### config.mk
export PLATFORM = sky130hd
export DESIGN_NAME = glitch_motion_mon
export DESIGN_NICKNAME = d
export VERILOG_FILES = /design/src/rtl/gmm_pkg.sv /design/src/rtl/gmm_run_tracker.sv /design/src/rtl/gmm_pattern_match.sv /design/src/rtl/gmm_event_reg.sv /design/src/rtl/glitch_motion_mon.sv
export SDC_FILE = /design/constraint.sdc
export NUM_CORES = 1
export LEC_CHECK = 0
export BUFFER_PORTS_ARGS = -buffer_cell sky130_fd_sc_hd__buf_2
export CORE_ASPECT_RATIO = 0.7
export CORE_MARGIN = 3
export CORE_UTILIZATION = 50
export CTS_CLUSTER_DIAMETER = 60
export DETAILED_ROUTE_END_ITERATION = 8
export GPL_TIMING_DRIVEN = 0
export PLACE_DENSITY_LB_ADDON = 0.15
export SLEW_MARGIN = 20
export SYNTH_ARGS = -nofsm -noshare
export SYNTH_HDL_FRONTEND = slang
export SYNTH_SLANG_ARGS = --single-unit
### constraint.sdc
create_clock -name clk -period 5.25 [get_ports clk]
set_clock_uncertainty 0.2 [all_clocks]
set_input_delay 0.7875 -clock clk [delete_from_list [all_inputs] [get_ports clk]]
set_output_delay 0.7875 -clock clk [all_outputs]
set_load 0.05 [all_outputs]
### src/rtl/gmm_pkg.sv
// Shared encodings for the glitch motion monitor.
// Assumes: two-valued samples only.
package gmm_pkg;

    // Composite state of one time step
    typedef enum logic [1:0] {
        CS_LO   = 2'b00,
        CS_HI   = 2'b01,
        CS_RISE = 2'b10,
        CS_FALL = 2'b11
    } comp_e;

    // Reported glitch type
    typedef enum logic [2:0] {
        GK_FULL_LO  = 3'd0,
        GK_FULL_HI  = 3'd1,
        GK_FAST_LO  = 3'd2,
        GK_FAST_HI  = 3'd3,
        GK_SLOW_LO  = 3'd4,
        GK_SLOW_HI  = 3'd5
    } kind_e;

    // Fold the fast and slow samples into one composite code
    function automatic logic [1:0] merge_corners(input logic fast, input logic slow);
        logic differ;
        differ = fast ^ slow;
        return {differ, differ ? slow : fast};
    endfunction

endpackage

### src/rtl/gmm_run_tracker.sv
// Run tracker: timestamps accepted samples, keeps the open run and the
// three most recent closed runs, and shifts history when a run closes.
// Assumes: stream_end drops any sample presented in the same cycle.
module gmm_run_tracker
    import gmm_pkg::*;
#(
    parameter int TW = 16
) (
    input  logic          clk,
    input  logic          rst_n,
    input  logic          smp_valid,
    input  logic          smp_fast,
    input  logic          smp_slow,
    input  logic          stream_end,
    input  logic          mark_r0,
    input  logic          mark_r1,
    output logic          close_ev,
    output logic          nxt_known,
    output logic [1:0]    nxt_st,
    output logic [1:0]    op_st,
    output logic [TW-1:0] op_last,
    output logic          r1_vld,
    output logic [1:0]    r1_st,
    output logic [TW-1:0] r1_first,
    output logic [TW-1:0] r1_last,
    output logic          r1_used,
    output logic          r2_vld,
    output logic [1:0]    r2_st,
    output logic [TW-1:0] r2_first,
    output logic          r2_used,
    output logic          r3_vld,
    output logic [1:0]    r3_st
);

    logic [TW-1:0] t_now;
    logic          op_vld;
    logic [TW-1:0] op_first;
    logic [1:0]    comp;
    logic          take;
    logic          changed;

    // Classify the incoming sample and decide whether a run closes
    always_comb begin
        comp      = merge_corners(smp_fast, smp_slow);
        take      = smp_valid && !stream_end;
        changed   = op_vld && (comp != op_st);
        close_ev  = op_vld && (stream_end || (take && changed));
        nxt_known = take;
        nxt_st    = comp;
    end

    // Step counter advancing once per accepted sample
    always_ff @(posedge clk) begin
        if (!rst_n) begin
            t_now <= '0;
        end else if (take) begin
            t_now <= t_now + TW'(1);
        end
    end

    // Open run: start a new one on a state change, else extend it
    always_ff @(posedge clk) begin
        if (!rst_n) begin
            op_vld   <= 1'b0;
            op_st    <= CS_LO;
            op_first <= '0;
            op_last  <= '0;
        end else if (stream_end) begin
            op_vld <= 1'b0;
        end else if (take) begin
            if (!op_vld || changed) begin
                op_vld   <= 1'b1;
                op_st    <= comp;
                op_first <= t_now;
            end
            op_last <= t_now;
        end
    end

    // Closed-run history: shift on close, wipe at end of stream
    always_ff @(posedge clk) begin
        if (!rst_n || stream_end) begin
            r1_vld   <= 1'b0;
            r1_st    <= CS_LO;
            r1_first <= '0;
            r1_last  <= '0;
            r1_used  <= 1'b0;
            r2_vld   <= 1'b0;
            r2_st    <= CS_LO;
            r2_first <= '0;
            r2_used  <= 1'b0;
            r3_vld   <= 1'b0;
            r3_st    <= CS_LO;
        end else if (close_ev) begin
            r3_vld   <= r2_vld;
            r3_st    <= r2_st;
            r2_vld   <= r1_vld;
            r2_st    <= r1_st;
            r2_first <= r1_first;
            r2_used  <= r1_used | mark_r1;
            r1_vld   <= 1'b1;
            r1_st    <= op_st;
            r1_first <= op_first;
            r1_last  <= op_last;
            r1_used  <= mark_r0;
        end
    end

endmodule

### src/rtl/gmm_pattern_match.sv
// Pattern matcher: on each run close, tests the closing run and the
// history for full and partial glitch sequences and computes the span.
// Assumes: at most one pattern can match a given close.
module gmm_pattern_match
    import gmm_pkg::*;
#(
    parameter int TW = 16
) (
    input  logic          close_ev,
    input  logic          nxt_known,
    input  logic [1:0]    nxt_st,
    input  logic [1:0]    op_st,
    input  logic [TW-1:0] op_last,
    input  logic          r1_vld,
    input  logic [1:0]    r1_st,
    input  logic [TW-1:0] r1_first,
    input  logic [TW-1:0] r1_last,
    input  logic          r1_used,
    input  logic          r2_vld,
    input  logic [1:0]    r2_st,
    input  logic [TW-1:0] r2_first,
    input  logic          r2_used,
    input  logic          r3_vld,
    input  logic [1:0]    r3_st,
    input  logic [TW-1:0] part_est,
    output logic          match,
    output logic [2:0]    kind,
    output logic [TW-1:0] sp_lo,
    output logic [TW-1:0] sp_hi,
    output logic          mark_r0,
    output logic          mark_r1
);

    // Add with clamp at the top step value
    function automatic logic [TW-1:0] add_sat(input logic [TW-1:0] a, input logic [TW-1:0] b);
        logic [TW:0] s;
        s = {1'b0, a} + {1'b0, b};
        return s[TW] ? {TW{1'b1}} : s[TW-1:0];
    endfunction

    // Subtract with clamp at step 0
    function automatic logic [TW-1:0] sub_sat(input logic [TW-1:0] a, input logic [TW-1:0] b);
        return (a < b) ? '0 : a - b;
    endfunction

    logic three;
    logic full_lo, full_hi, fast_lo, fast_hi, slow_lo, slow_hi;

    // Sequence tests over the last three runs
    always_comb begin
        three   = close_ev && r1_vld && r2_vld;
        full_lo = three && r2_st == CS_RISE && r1_st == CS_LO && op_st == CS_FALL && !r2_used;
        full_hi = three && r2_st == CS_FALL && r1_st == CS_HI && op_st == CS_RISE && !r2_used;
        fast_lo = three && r2_st == CS_LO && r1_st == CS_RISE && op_st == CS_LO && !r1_used
                  && !(nxt_known && nxt_st == CS_FALL);
        fast_hi = three && r2_st == CS_HI && r1_st == CS_FALL && op_st == CS_HI && !r1_used
                  && !(nxt_known && nxt_st == CS_RISE);
        slow_lo = three && r2_st == CS_LO && r1_st == CS_FALL && op_st == CS_LO && !r1_used
                  && !(r3_vld && r3_st == CS_RISE);
        slow_hi = three && r2_st == CS_HI && r1_st == CS_RISE && op_st == CS_HI && !r1_used
                  && !(r3_vld && r3_st == CS_FALL);
    end

    // Type code, span and ownership marks for the matched pattern
    always_comb begin
        match   = full_lo | full_hi | fast_lo | fast_hi | slow_lo | slow_hi;
        mark_r0 = full_lo | full_hi;
        mark_r1 = fast_lo | fast_hi | slow_lo | slow_hi;
        kind    = GK_FULL_LO;
        sp_lo   = r1_first;
        sp_hi   = r1_last;
        if (full_lo || full_hi) begin
            kind  = full_lo ? GK_FULL_LO : GK_FULL_HI;
            sp_lo = r2_first;
            sp_hi = op_last;
        end else if (fast_lo || fast_hi) begin
            kind  = fast_lo ? GK_FAST_LO : GK_FAST_HI;
            sp_hi = add_sat(r1_last, part_est);
        end else if (slow_lo || slow_hi) begin
            kind  = slow_lo ? GK_SLOW_LO : GK_SLOW_HI;
            sp_lo = sub_sat(r1_first, part_est);
        end
    end

endmodule

### src/rtl/gmm_event_reg.sv
// Event stage: registers a detection, compares its span with the
// stability window and drives the one-cycle strobe.
// Assumes: window bounds are stable in the cycle a run closes.
module gmm_event_reg #(
    parameter int TW = 16
) (
    input  logic          clk,
    input  logic          rst_n,
    input  logic          match,
    input  logic [2:0]    kind,
    input  logic [TW-1:0] sp_lo,
    input  logic [TW-1:0] sp_hi,
    input  logic [TW-1:0] win_lo,
    input  logic [TW-1:0] win_hi,
    output logic          evt_valid,
    output logic [2:0]    evt_kind,
    output logic [TW-1:0] evt_lo,
    output logic [TW-1:0] evt_hi,
    output logic          evt_hit
);

    logic overlap;

    // Inclusive overlap of span and window
    always_comb begin
        overlap = (sp_lo <= win_hi) && (sp_hi >= win_lo);
    end

    // Capture the detection and pulse the strobe for one cycle
    always_ff @(posedge clk) begin
        if (!rst_n) begin
            evt_valid <= 1'b0;
            evt_kind  <= '0;
            evt_lo    <= '0;
            evt_hi    <= '0;
            evt_hit   <= 1'b0;
        end else begin
            evt_valid <= match;
            if (match) begin
                evt_kind <= kind;
                evt_lo   <= sp_lo;
                evt_hi   <= sp_hi;
                evt_hit  <= overlap;
            end
        end
    end

endmodule

### src/rtl/glitch_motion_mon.sv
// Top: streaming glitch motion monitor over fast/slow corner samples.
// Assumes: one signal, two-valued samples, one sample per cycle at most.
module glitch_motion_mon #(
    parameter int TW = 16
) (
    input  logic          clk,
    input  logic          rst_n,
    input  logic          smp_valid,
    input  logic          smp_fast,
    input  logic          smp_slow,
    input  logic          stream_end,
    input  logic [TW-1:0] win_lo,
    input  logic [TW-1:0] win_hi,
    input  logic [TW-1:0] part_est,
    output logic          evt_valid,
    output logic [2:0]    evt_kind,
    output logic [TW-1:0] evt_lo,
    output logic [TW-1:0] evt_hi,
    output logic          evt_hit
);

    logic          close_ev, nxt_known, mark_r0, mark_r1, match;
    logic [1:0]    nxt_st, op_st, r1_st, r2_st, r3_st;
    logic [TW-1:0] op_last, r1_first, r1_last, r2_first, sp_lo, sp_hi;
    logic          r1_vld, r1_used, r2_vld, r2_used, r3_vld;
    logic [2:0]    kind;

    gmm_run_tracker #(.TW(TW)) u_trk (
        .clk(clk), .rst_n(rst_n), .smp_valid(smp_valid), .smp_fast(smp_fast),
        .smp_slow(smp_slow), .stream_end(stream_end), .mark_r0(mark_r0),
        .mark_r1(mark_r1), .close_ev(close_ev), .nxt_known(nxt_known),
        .nxt_st(nxt_st), .op_st(op_st), .op_last(op_last), .r1_vld(r1_vld),
        .r1_st(r1_st), .r1_first(r1_first), .r1_last(r1_last), .r1_used(r1_used),
        .r2_vld(r2_vld), .r2_st(r2_st), .r2_first(r2_first), .r2_used(r2_used),
        .r3_vld(r3_vld), .r3_st(r3_st)
    );

    gmm_pattern_match #(.TW(TW)) u_pm (
        .close_ev(close_ev), .nxt_known(nxt_known), .nxt_st(nxt_st),
        .op_st(op_st), .op_last(op_last), .r1_vld(r1_vld), .r1_st(r1_st),
        .r1_first(r1_first), .r1_last(r1_last), .r1_used(r1_used),
        .r2_vld(r2_vld), .r2_st(r2_st), .r2_first(r2_first), .r2_used(r2_used),
        .r3_vld(r3_vld), .r3_st(r3_st), .part_est(part_est), .match(match),
        .kind(kind), .sp_lo(sp_lo), .sp_hi(sp_hi), .mark_r0(mark_r0),
        .mark_r1(mark_r1)
    );

    gmm_event_reg #(.TW(TW)) u_ev (
        .clk(clk), .rst_n(rst_n), .match(match), .kind(kind), .sp_lo(sp_lo),
        .sp_hi(sp_hi), .win_lo(win_lo), .win_hi(win_hi), .evt_valid(evt_valid),
        .evt_kind(evt_kind), .evt_lo(evt_lo), .evt_hi(evt_hi), .evt_hit(evt_hit)
    );

endmodule

==> results of run 1 <==
-- final timing paths --
check,startpoint,to,slack (ns),cells past startpoint
worst max register to register,u_trk.r1_last[0],u_ev.evt_hit,0.36,20
worst min-delay path,u_ev.evt_lo[12],u_ev.evt_lo[12],0.25,2
worst max-delay path,smp_fast,u_ev.evt_hit,0.15,19
worst min register to register,u_ev.evt_lo[12],u_ev.evt_lo[12],0.25,2
-- per-layer routing --
metal  GRT usage [%]  wire length, um  vias up
met4            8.85              670        0
met1            46.4            13900     4082
met3            9.68             3630       59
met2            44.2            11900      479
li1                -                -     4157
met5               0                0        -
-- cell usage in the layout (no fill, tap or decap), drive strengths merged, types with 9 or more instances in the layout --
master / netlist / layout
a211oi: 15 / 15
a21o: 22 / 22
a21oi: 123 / 123
a31oi: 10 / 10
and3: 10 / 10
buf: 18 / 107
clkbuf: 43 / 63
dfxtp: 147 / 147
ha: 69 / 69
inv: 62 / 67
mux2i: 17 / 17
nand2: 198 / 198
nand2b: 9 / 9
nand3: 22 / 22
nand4: 10 / 10
nor2: 88 / 88
nor3: 15 / 15
o211ai: 11 / 11
o21a: 16 / 16
o21ai: 74 / 74
or3: 9 / 9
xnor2: 14 / 14
xor2: 22 / 22
-- sequential cells by signal (all words and copies together), names as in the netlist, 2 cells and up --
signal and cells:
u_ev.evt_hi 16, u_ev.evt_lo 16, u_trk.op_first 16, u_trk.op_last 16, u_trk.r1_first 16, u_trk.r1_last 16
u_trk.r2_first 16, u_trk.t_now 16, u_ev.evt_kind 3, u_trk.op_st 2, u_trk.r1_st 2, u_trk.r2_st 2
u_trk.r3_st 2
-- kinds of logic (layout without fill, tap and decap cells) --
| group | count (synthesis) | in the layout | synth area share [%] |
|---|---|---|---|
| fa+ha+maj | 71 | 71 | 10.3 |
| flops | 147 | 147 | 33.6 |
| mux | 19 | 19 | 2.20 |
| simple gates | 394 | 394 | 20.1 |
| compound gates | 332 | 332 | 24.3 |
| buf+inv | 124 | 245 | 5.76 |
| xor+xnor | 36 | 36 | 3.69 |
-- where the power goes --
group | leakage (nW) | internal [mW] | switching [mW]
sequential | 1.18 | 1.12 | 0.00423
clock | 0.280 | 0.724 | 0.535
combinational | 2.94 | 0.0631 | 0.124
-- area by class of cell --
class,instances,area [um^2],area share (%)
Multi-Input combinational cell,852,5310,52.7
Buffer,61,269,2.67
Clock buffer,20,447,4.43
Clock inverter,12,146,1.45
Tap cell,225,282,2.79
Inverter,63,236,2.35
Timing Repair Buffer,89,445,4.42
Sequential cell,147,2940,29.2
-- Yosys cell counts, types with 22 or more instances --
| cell type | count | area share [%] |
|---|---|---|
| clkbuf_1 | 43 | 1.8 |
| inv_1 | 62 | 2.7 |
| nand2_1 | 198 | 8.5 |
| a21oi_1 | 120 | 6.9 |
| xor2_1 | 22 | 2.2 |
| dfxtp_1 | 147 | 34 |
| nand3_1 | 22 | 1.3 |
| a21o_1 | 22 | 1.9 |
| nor2_1 | 87 | 3.7 |
| ha_1 | 69 | 9.9 |
| o21ai_1 | 25 | 1.4 |
| o21ai_0 | 49 | 2.8 |
-- worst max-delay path, stage by stage --
cell and delay (ns):
buf_2 0.10, inv_1 0.06, ha_1 0.33, xnor2_2 0.17
a211oi_2 0.10, or2_4 0.29, buf_6 0.15, nor3_2 0.78
buf_2 0.43, o2bb2ai_1 0.14, o21ai_1 0.22, ha_1 0.27
a21o_1 0.16, a21o_1 0.19, a21oi_1 0.15, o21ai_0 0.12
a31oi_1 0.40, o31a_1 0.26, o31ai_1 0.09
-- through the flow --
| stage | hold slack, ns | setup WS [ns] | TNS [ns] | total power [mW] |
|---|---|---|---|---|
| after floorplan | 0.232 | 0.712 | 0 | 1.26 |
| after global placement | 0.235 | -0.323 | -0.323 | 1.33 |
| after detailed placement | 0.249 | -0.355 | -0.355 | 1.33 |
| after CTS | 0.259 | 0.105 | 0 | 2.56 |
| after global routing | 0.272 | 0.0121 | 0 | 2.64 |
| final | 0.252 | 0.150 | 0 | 2.57 |
-- timing repair --
item                       in CTS  in global routing
gates resized for setup         0                  4
hold endpoints to repair        0                  0
hold buffers                    0                  0
setup endpoints to repair       0                  1
setup buffers                   0                  0
==> impl_metrics.yaml, run 1 <==
yosys:
  ys_types: 80
  synth_nets: 1248
  synth-async-reset-ratio_pct: 0
  yosys_warnings: 0
  synth-edff-count: 0
  synth_area_mm2: 0.00875
  syn_avg_cell_area_um2: 7.79
  ys_ff_latch: 147
  ys_seq_area_share_pct: 33.6
  synth_ff_type: "dfxtp_1"
  synthCells: 1123
grt:
  grt_usage_pct: 31.5
  grt_overflow_total: 0
  antenna_found_initial: 0
  grt_pass1_vias: 7887
  grt_pass1_wl_um: 45500
  grt_max_degree: 17
status:
  status: "completed"
floorplanning:
  dieArea_mm2: 0.0191
  rows: 39
  initial_core_util_pct: 52.3
  ios: 91
  die_w_um: 164
  core_mm2: 0.0167
  die_y_um: 117
pwr:
  vdd_ir_drop_max_mv: 0.193
  p_leak_nw: 4.40
  powerDensity_mw_per_mm2: 255
placed_design:
  place_congestion: 0.945
  io_buffers: 89
  dp_hpwl_um: 22600
  dp.cells: 1437
  place_area_mm2: 0.00947
cts:
  clk_path_buf_depth: 2
  h-tree-depth: 4
  root_buffer: "clkbuf_16"
  path_clk_slew_ns: 0.07
  cts_tree: "yes"
  cts_buffers: 17
  clock_sinks: 147
  insertion_delay_ns: 0.44
route:
  first_iter_violations: 1085
  drc_errors: 0
  num_vias: 8777
  wl_um: 30100
  ant_nets: 0
  wl_per_cell_um: 20.5
  via_per_inst: 5.97
  first_pass_iters: 5
setup_path:
  crit_type: "input port to flop"
  start_kind: "input port"
  required_ns: 5.37
  cp_max_fo: 10
  critPathArrivalTime_ns: 5.22
  setup.worst_path.end_class: "flop"
cells_and_area:
  post-route-util_pct: 60.2
  syn_to_final_growth_pct: 15.2
  post-route-cell-area_mm2: 0.0101
  fillCellCount: 1617
  fin_cells: 1469
  layout-drive-gt1-share_pct: 12.9
  fin_nets: 1356
  antenna_cells: 0
timing:
  setup_violations: 0
  hold_violations: 0
  rsz0062_at_grt: "no"
  max_slew.worst_pin.slew_ns: 1.11
  slew_headroom_pct: 25.4
  fmax_mhz: 196
  slew_violations: 0
  fin_crit_ns: 5.10
  period_share_pct: 97.1
flow_run:
  cap_violations: 0
min_path:
  min_path_type: "flop to flop"
(Power assumes the default switching activity.)
==> run 2: changes to the inputs <==
PLACE_DENSITY = 0.68   (was unset)
PLACE_DENSITY_LB_ADDON = unset   (was 0.15)
==> run 2 against run 1 <==
- clock power increased by 6%
- sequential share of layout area fell by 0.076 points
- first-iteration DRC count grew 11%
- combinational power barely moved
- core utilization is 0.16 points higher
==> impl_metrics.yaml, run 2 (synthesized netlist as in run 1, its figures left out) <==
grt:
  busiest_layer: "met1"
  grt_pass1_vias: 7935
  grt_use_met2_pct: 45.1
  grt_max_degree: 17
  grt_overflow_total: 0
  grt_usage_pct: 31.7
  met3_usage_pct: 7.52
  antenna_found_initial: 0
  grt_pass1_wl_um: 45900
  use_met1_pct: 48.2
floorplanning:
  initial_core_util_pct: 52.3
  die_y_um: 117
  ios: 91
  dieArea_mm2: 0.0191
  core_mm2: 0.0167
  die_w_um: 164
  rows: 39
setup_path:
  cp_top_family: "compound AO/OA/AOI/OAI gates"
  cp_max_fo: 10
  required_ns: 5.37
  path_cells: "buf_2 -> inv_1 -> ha_1 -> xnor2_2 -> a211oi_2 -> or2_4 -> buf_6 -> nor3_2 -> buf_2 -> o2bb2ai_1 -> o21ai_1 -> ha_1 -> a21o_1 -> a21o_1 -> a21oi_1 -> o21ai_0 -> a31oi_1 -> o31a_1 -> o31ai_1"
  critPathArrivalTime_ns: 5.06
  path_buf_inv: 4
  start_kind: "input port"
  cpMaxStageDelayCell: "nor3_2"
  slowest_delay_ns: 0.75
  setup.worst_path.end_class: "flop"
  crit_type: "input port to flop"
route:
  drc_errors: 0
  ant_nets: 0
  first_pass_iters: 7
  wl_per_cell_um: 20.2
  via_per_inst: 5.98
  wl_um: 29600
  num_vias: 8771
  first_iter_violations: 1203
cts:
  cts_hold_buffers: 0
  cts_buffers: 17
  path_clk_slew_ns: 0.06
  root_buffer: "clkbuf_16"
  clock_sinks: 147
  ctsResizeCount: 0
  h-tree-depth: 4
  cts_tree: "yes"
  clk_path_buf_depth: 2
  insertion_delay_ns: 0.44
  post_cts_buffers: 0
cells_and_area:
  final_common_cell: "nand2_1"
  antenna_cells: 0
  post-route-util_pct: 60.3
  syn_to_final_growth_pct: 15.5
  layout-drive-gt1-share_pct: 12.8
  layout_common_cells: "nand2_1, dfxtp_1, a21oi_1"
  fin_cells: 1467
  fin_nets: 1356
timing:
  setup_violations: 0
  rsz0062_at_grt: "no"
  slew_violations: 0
  period_share_pct: 94.1
  fin_tns_setup_ns: 0
  fin_crit_ns: 4.94
  hold_violations: 0
  slew_headroom_pct: 28.0
  fmax_mhz: 202
  max_slew.worst_pin.slew_ns: 1.07
  worst_slack_ns: 0.310
  hold_ws_ns: 0.254
flow_run:
  cap_violations: 0
min_path:
  min_path_type: "flop to flop"
status:
  status: "completed"
pwr:
  p_leak_nw: 4.42
  vdd_ir_drop_max_mv: 0.191
  powerDensity_mw_per_mm2: 261
placed_design:
  dp_hpwl_um: 22800
  place_congestion: 0.949
  dp.cells: 1437
  pre_cts_ws_ns: -0.359
  io_buffers: 89
-- run 2: changes by cell type in the layout (fill, tap and decap cells not counted) --
cell	previous run	this run
clkinvlp_4	3	1
clkinv_2	0	1
inv_8	1	0
bufinv_16	2	4
inv_6	4	3
buf_1	1	2
clkbuf_1	44	42
-- run 2: power breakdown --
| group | leakage (nW) | switching [mW] | internal [mW] |
|---|---|---|---|
| Clock | 0.300 | 0.518 | 0.808 |
| Combinational | 2.94 | 0.123 | 0.0631 |
| Sequential | 1.18 | 0.00434 | 1.12 |
-- run 2: path summary, 6_finish.rpt --
check                                       from         endpoint  slack [ns]  depth (start not counted)
worst max-delay path                    smp_fast     u_ev.evt_hit        0.31                         19
worst min register to register   u_ev.evt_lo[12]  u_ev.evt_lo[12]        0.25                          2
worst max register to register  u_trk.r1_last[0]     u_ev.evt_hit        0.59                         20
worst min-delay path             u_ev.evt_lo[12]  u_ev.evt_lo[12]        0.25                          2
-- run 2: layout make-up --
class	instances	area (um^2)
clock buffers	19	443
multi-input cells	852	5310
clock inverters	11	176
repair buffers	89	445
plain buffers	61	269
flip-flops and latches	147	2940
fillers	1592	6640
well taps	225	282
inverters	63	236
-- run 2: per-stage QoR --
step / area, um^2 / power (mW)
finish: 10100 / 2.64
floorplan: 8750 / 1.26
CTS: 10100 / 2.63
global route: 10100 / 2.70
global placement: 9470 / 1.33
detailed placement: 9470 / 1.33
-- run 2: worst min-delay path, cell delays in order, from the launching register on --
cell	delay (ns)
dfxtp_1	0.31
nand2_1	0.05
a21boi_1	0.05
-- run 2: metal layers --
layer  routed length, um  share of wire [%]
met5                   0                  0
met4                 538                1.8
met3                3800                 13
met2               11600                 39
met1               13600                 46
==> run 3: changes to the inputs <==
clock period = 4.61 ns   (was 5.25 ns; I/O delays follow)
==> run 3 against run 2 <==
- worst setup slack worse by 0.17 ns
- total power is 14% higher
- routed wire length is 0.96% higher
- largest cell class unchanged
- core utilization is 1.4 points higher
- sequential power is 14% higher
- clock power is 14% higher
- largest power group unchanged
- non-clock buffer count is 6 higher
- critical endpoint unchanged
- critical path type unchanged
- design area is 2.3% higher
==> impl_metrics.yaml, run 3 (synthesized netlist as in run 1, its figures left out) <==
placed_design:
  place_area_mm2: 0.00947
  dp_hpwl_um: 22800
  place_congestion: 0.949
  io_buffers: 89
timing:
  hold_violations: 0
  max_slew.worst_pin.slew_ns: 0.967
  slew_violations: 0
  setup_violations: 0
  fmax_mhz: 224
  slew_headroom_pct: 35.0
  period_share_pct: 96.9
  fin_crit_ns: 4.47
  hold_ws_ns: 0.254
cts:
  clock_sinks: 147
  root_buffer: "clkbuf_16"
  clk_path_buf_depth: 2
  insertion_delay_ns: 0.43
  path_clk_slew_ns: 0.06
  h-tree-depth: 4
  cts_buffers: 17
  cts_tree: "yes"
grt:
  grt_overflow_total: 0
  grt_usage_pct: 31.9
  grt_max_degree: 17
  grt_pass1_wl_um: 46200
  antenna_found_initial: 0
  grt_pass1_vias: 8002
pwr:
  vdd_ir_drop_max_mv: 0.221
  powerDensity_mw_per_mm2: 291
  p_leak_nw: 4.50
floorplanning:
  die_y_um: 117
  ios: 91
  core_mm2: 0.0167
  initial_core_util_pct: 52.3
  die_w_um: 164
  rows: 39
  dieArea_mm2: 0.0191
cells_and_area:
  fillCellCount: 1561
  post-route-cell-area_mm2: 0.0103
  antenna_cells: 0
  regArea_mm2: 0.00294
  syn_to_final_growth_pct: 18.1
  post-route-util_pct: 61.7
  layout_common_cells: "nand2_1, dfxtp_1, a21oi_1"
  multi_input_area_mm2: 0.00543
  layout-drive-gt1-share_pct: 15.1
  final_common_cell: "nand2_1"
  fin_nets: 1362
route:
  first_pass_iters: 7
  wl_um: 29900
  ant_nets: 0
  via_per_inst: 6.02
  num_vias: 8863
  drc_errors: 0
  wl_per_cell_um: 20.3
  first_iter_violations: 1097
min_path:
  min_path_type: "flop to flop"
setup_path:
  crit_type: "input port to flop"
  start_kind: "input port"
  cp_max_fo: 5
  setup.worst_path.end_class: "flop"
  required_ns: 4.73
  critPathArrivalTime_ns: 4.58
flow_run:
  cap_violations: 0
status:
  status: "completed"
-- run 3: changes by cell type in the layout (fill, tap and decap cells not counted), moves of 3 or more --
cell and change:
o21ai_0 -4, o21ai_2 +3, a21oi_2 +3, buf_4 +9
clkbuf_1 -4, buf_2 -4, a21oi_1 -3
-- run 3: what timing repair did --
action                                  CTS  global route
hold buffers                              0             0
endpoints found under the setup margin    1             1
setup buffers                             3             8
pin swaps                                 3            11
resized for setup                        14            29
-- run 3: cell type report --
class | instances | share of cell area, %
multi-input cells | 852 | 52.6
flip-flops and latches | 147 | 28.5
repair buffers | 100 | 5.11
clock buffers | 19 | 4.29
plain buffers | 56 | 2.82
well taps | 225 | 2.72
inverters | 63 | 2.29
clock inverters | 11 | 1.71
-- run 3: worst paths after layout --
check / from / end / slack [ns] / cells past startpoint
max: smp_fast / u_ev.evt_hit / 0.14 / 21
min: u_ev.evt_lo[12] / u_ev.evt_lo[12] / 0.25 / 2
max reg2reg: u_trk.r1_last[9] / u_ev.evt_hit / 0.26 / 18
min reg2reg: u_ev.evt_lo[12] / u_ev.evt_lo[12] / 0.25 / 2
-- run 3: per-layer routing --
layer | up-vias | global-route usage [%] | wire [um]
met5 | - | 0 | 7
met1 | 4110 | 47.9 | 13400
met4 | 2 | 7.55 | 600
met2 | 519 | 45.0 | 11700
met3 | 59 | 8.54 | 4180
li1 | 4173 | - | -
-- run 3: per-stage QoR --
stage / setup slack, ns / setup TNS, ns / cells / total power, mW
6_report: 0.145 / 0 / 1473 / 3.01
5_1_grt: -0.0174 / -0.0174 / 1473 / 3.09
4_1_cts: 0.0220 / 0 / 1470 / 3.00
3_5_place_dp: -0.903 / -0.903 / 1437 / 1.51
3_3_place_gp: -0.899 / -0.899 / 1437 / 1.51
2_1_floorplan: 0.168 / 0 / 1123 / 1.44
-- run 3: worst max-delay path: stages --
cell and delay (ns):
buf_2 0.10, inv_1 0.08, ha_1 0.24, o21ai_2 0.22, a211oi_4 0.11, or2_4 0.26
buf_4 0.13, or3_4 0.43, a211oi_4 0.19, nand2_2 0.15, o221a_1 0.25, a21oi_1 0.16
ha_1 0.25, nand2b_1 0.13, a21o_1 0.17, a21o_1 0.18, a21oi_2 0.13, o21ai_1 0.10
a31oi_2 0.29, o31a_1 0.21, o31ai_1 0.09
-- run 3: power by group --
group | internal (mW) | total, mW | switching [mW]
Clock | 0.920 | 1.51 | 0.588
Combinational | 0.0789 | 0.224 | 0.145
Sequential | 1.27 | 1.28 | 0.00533
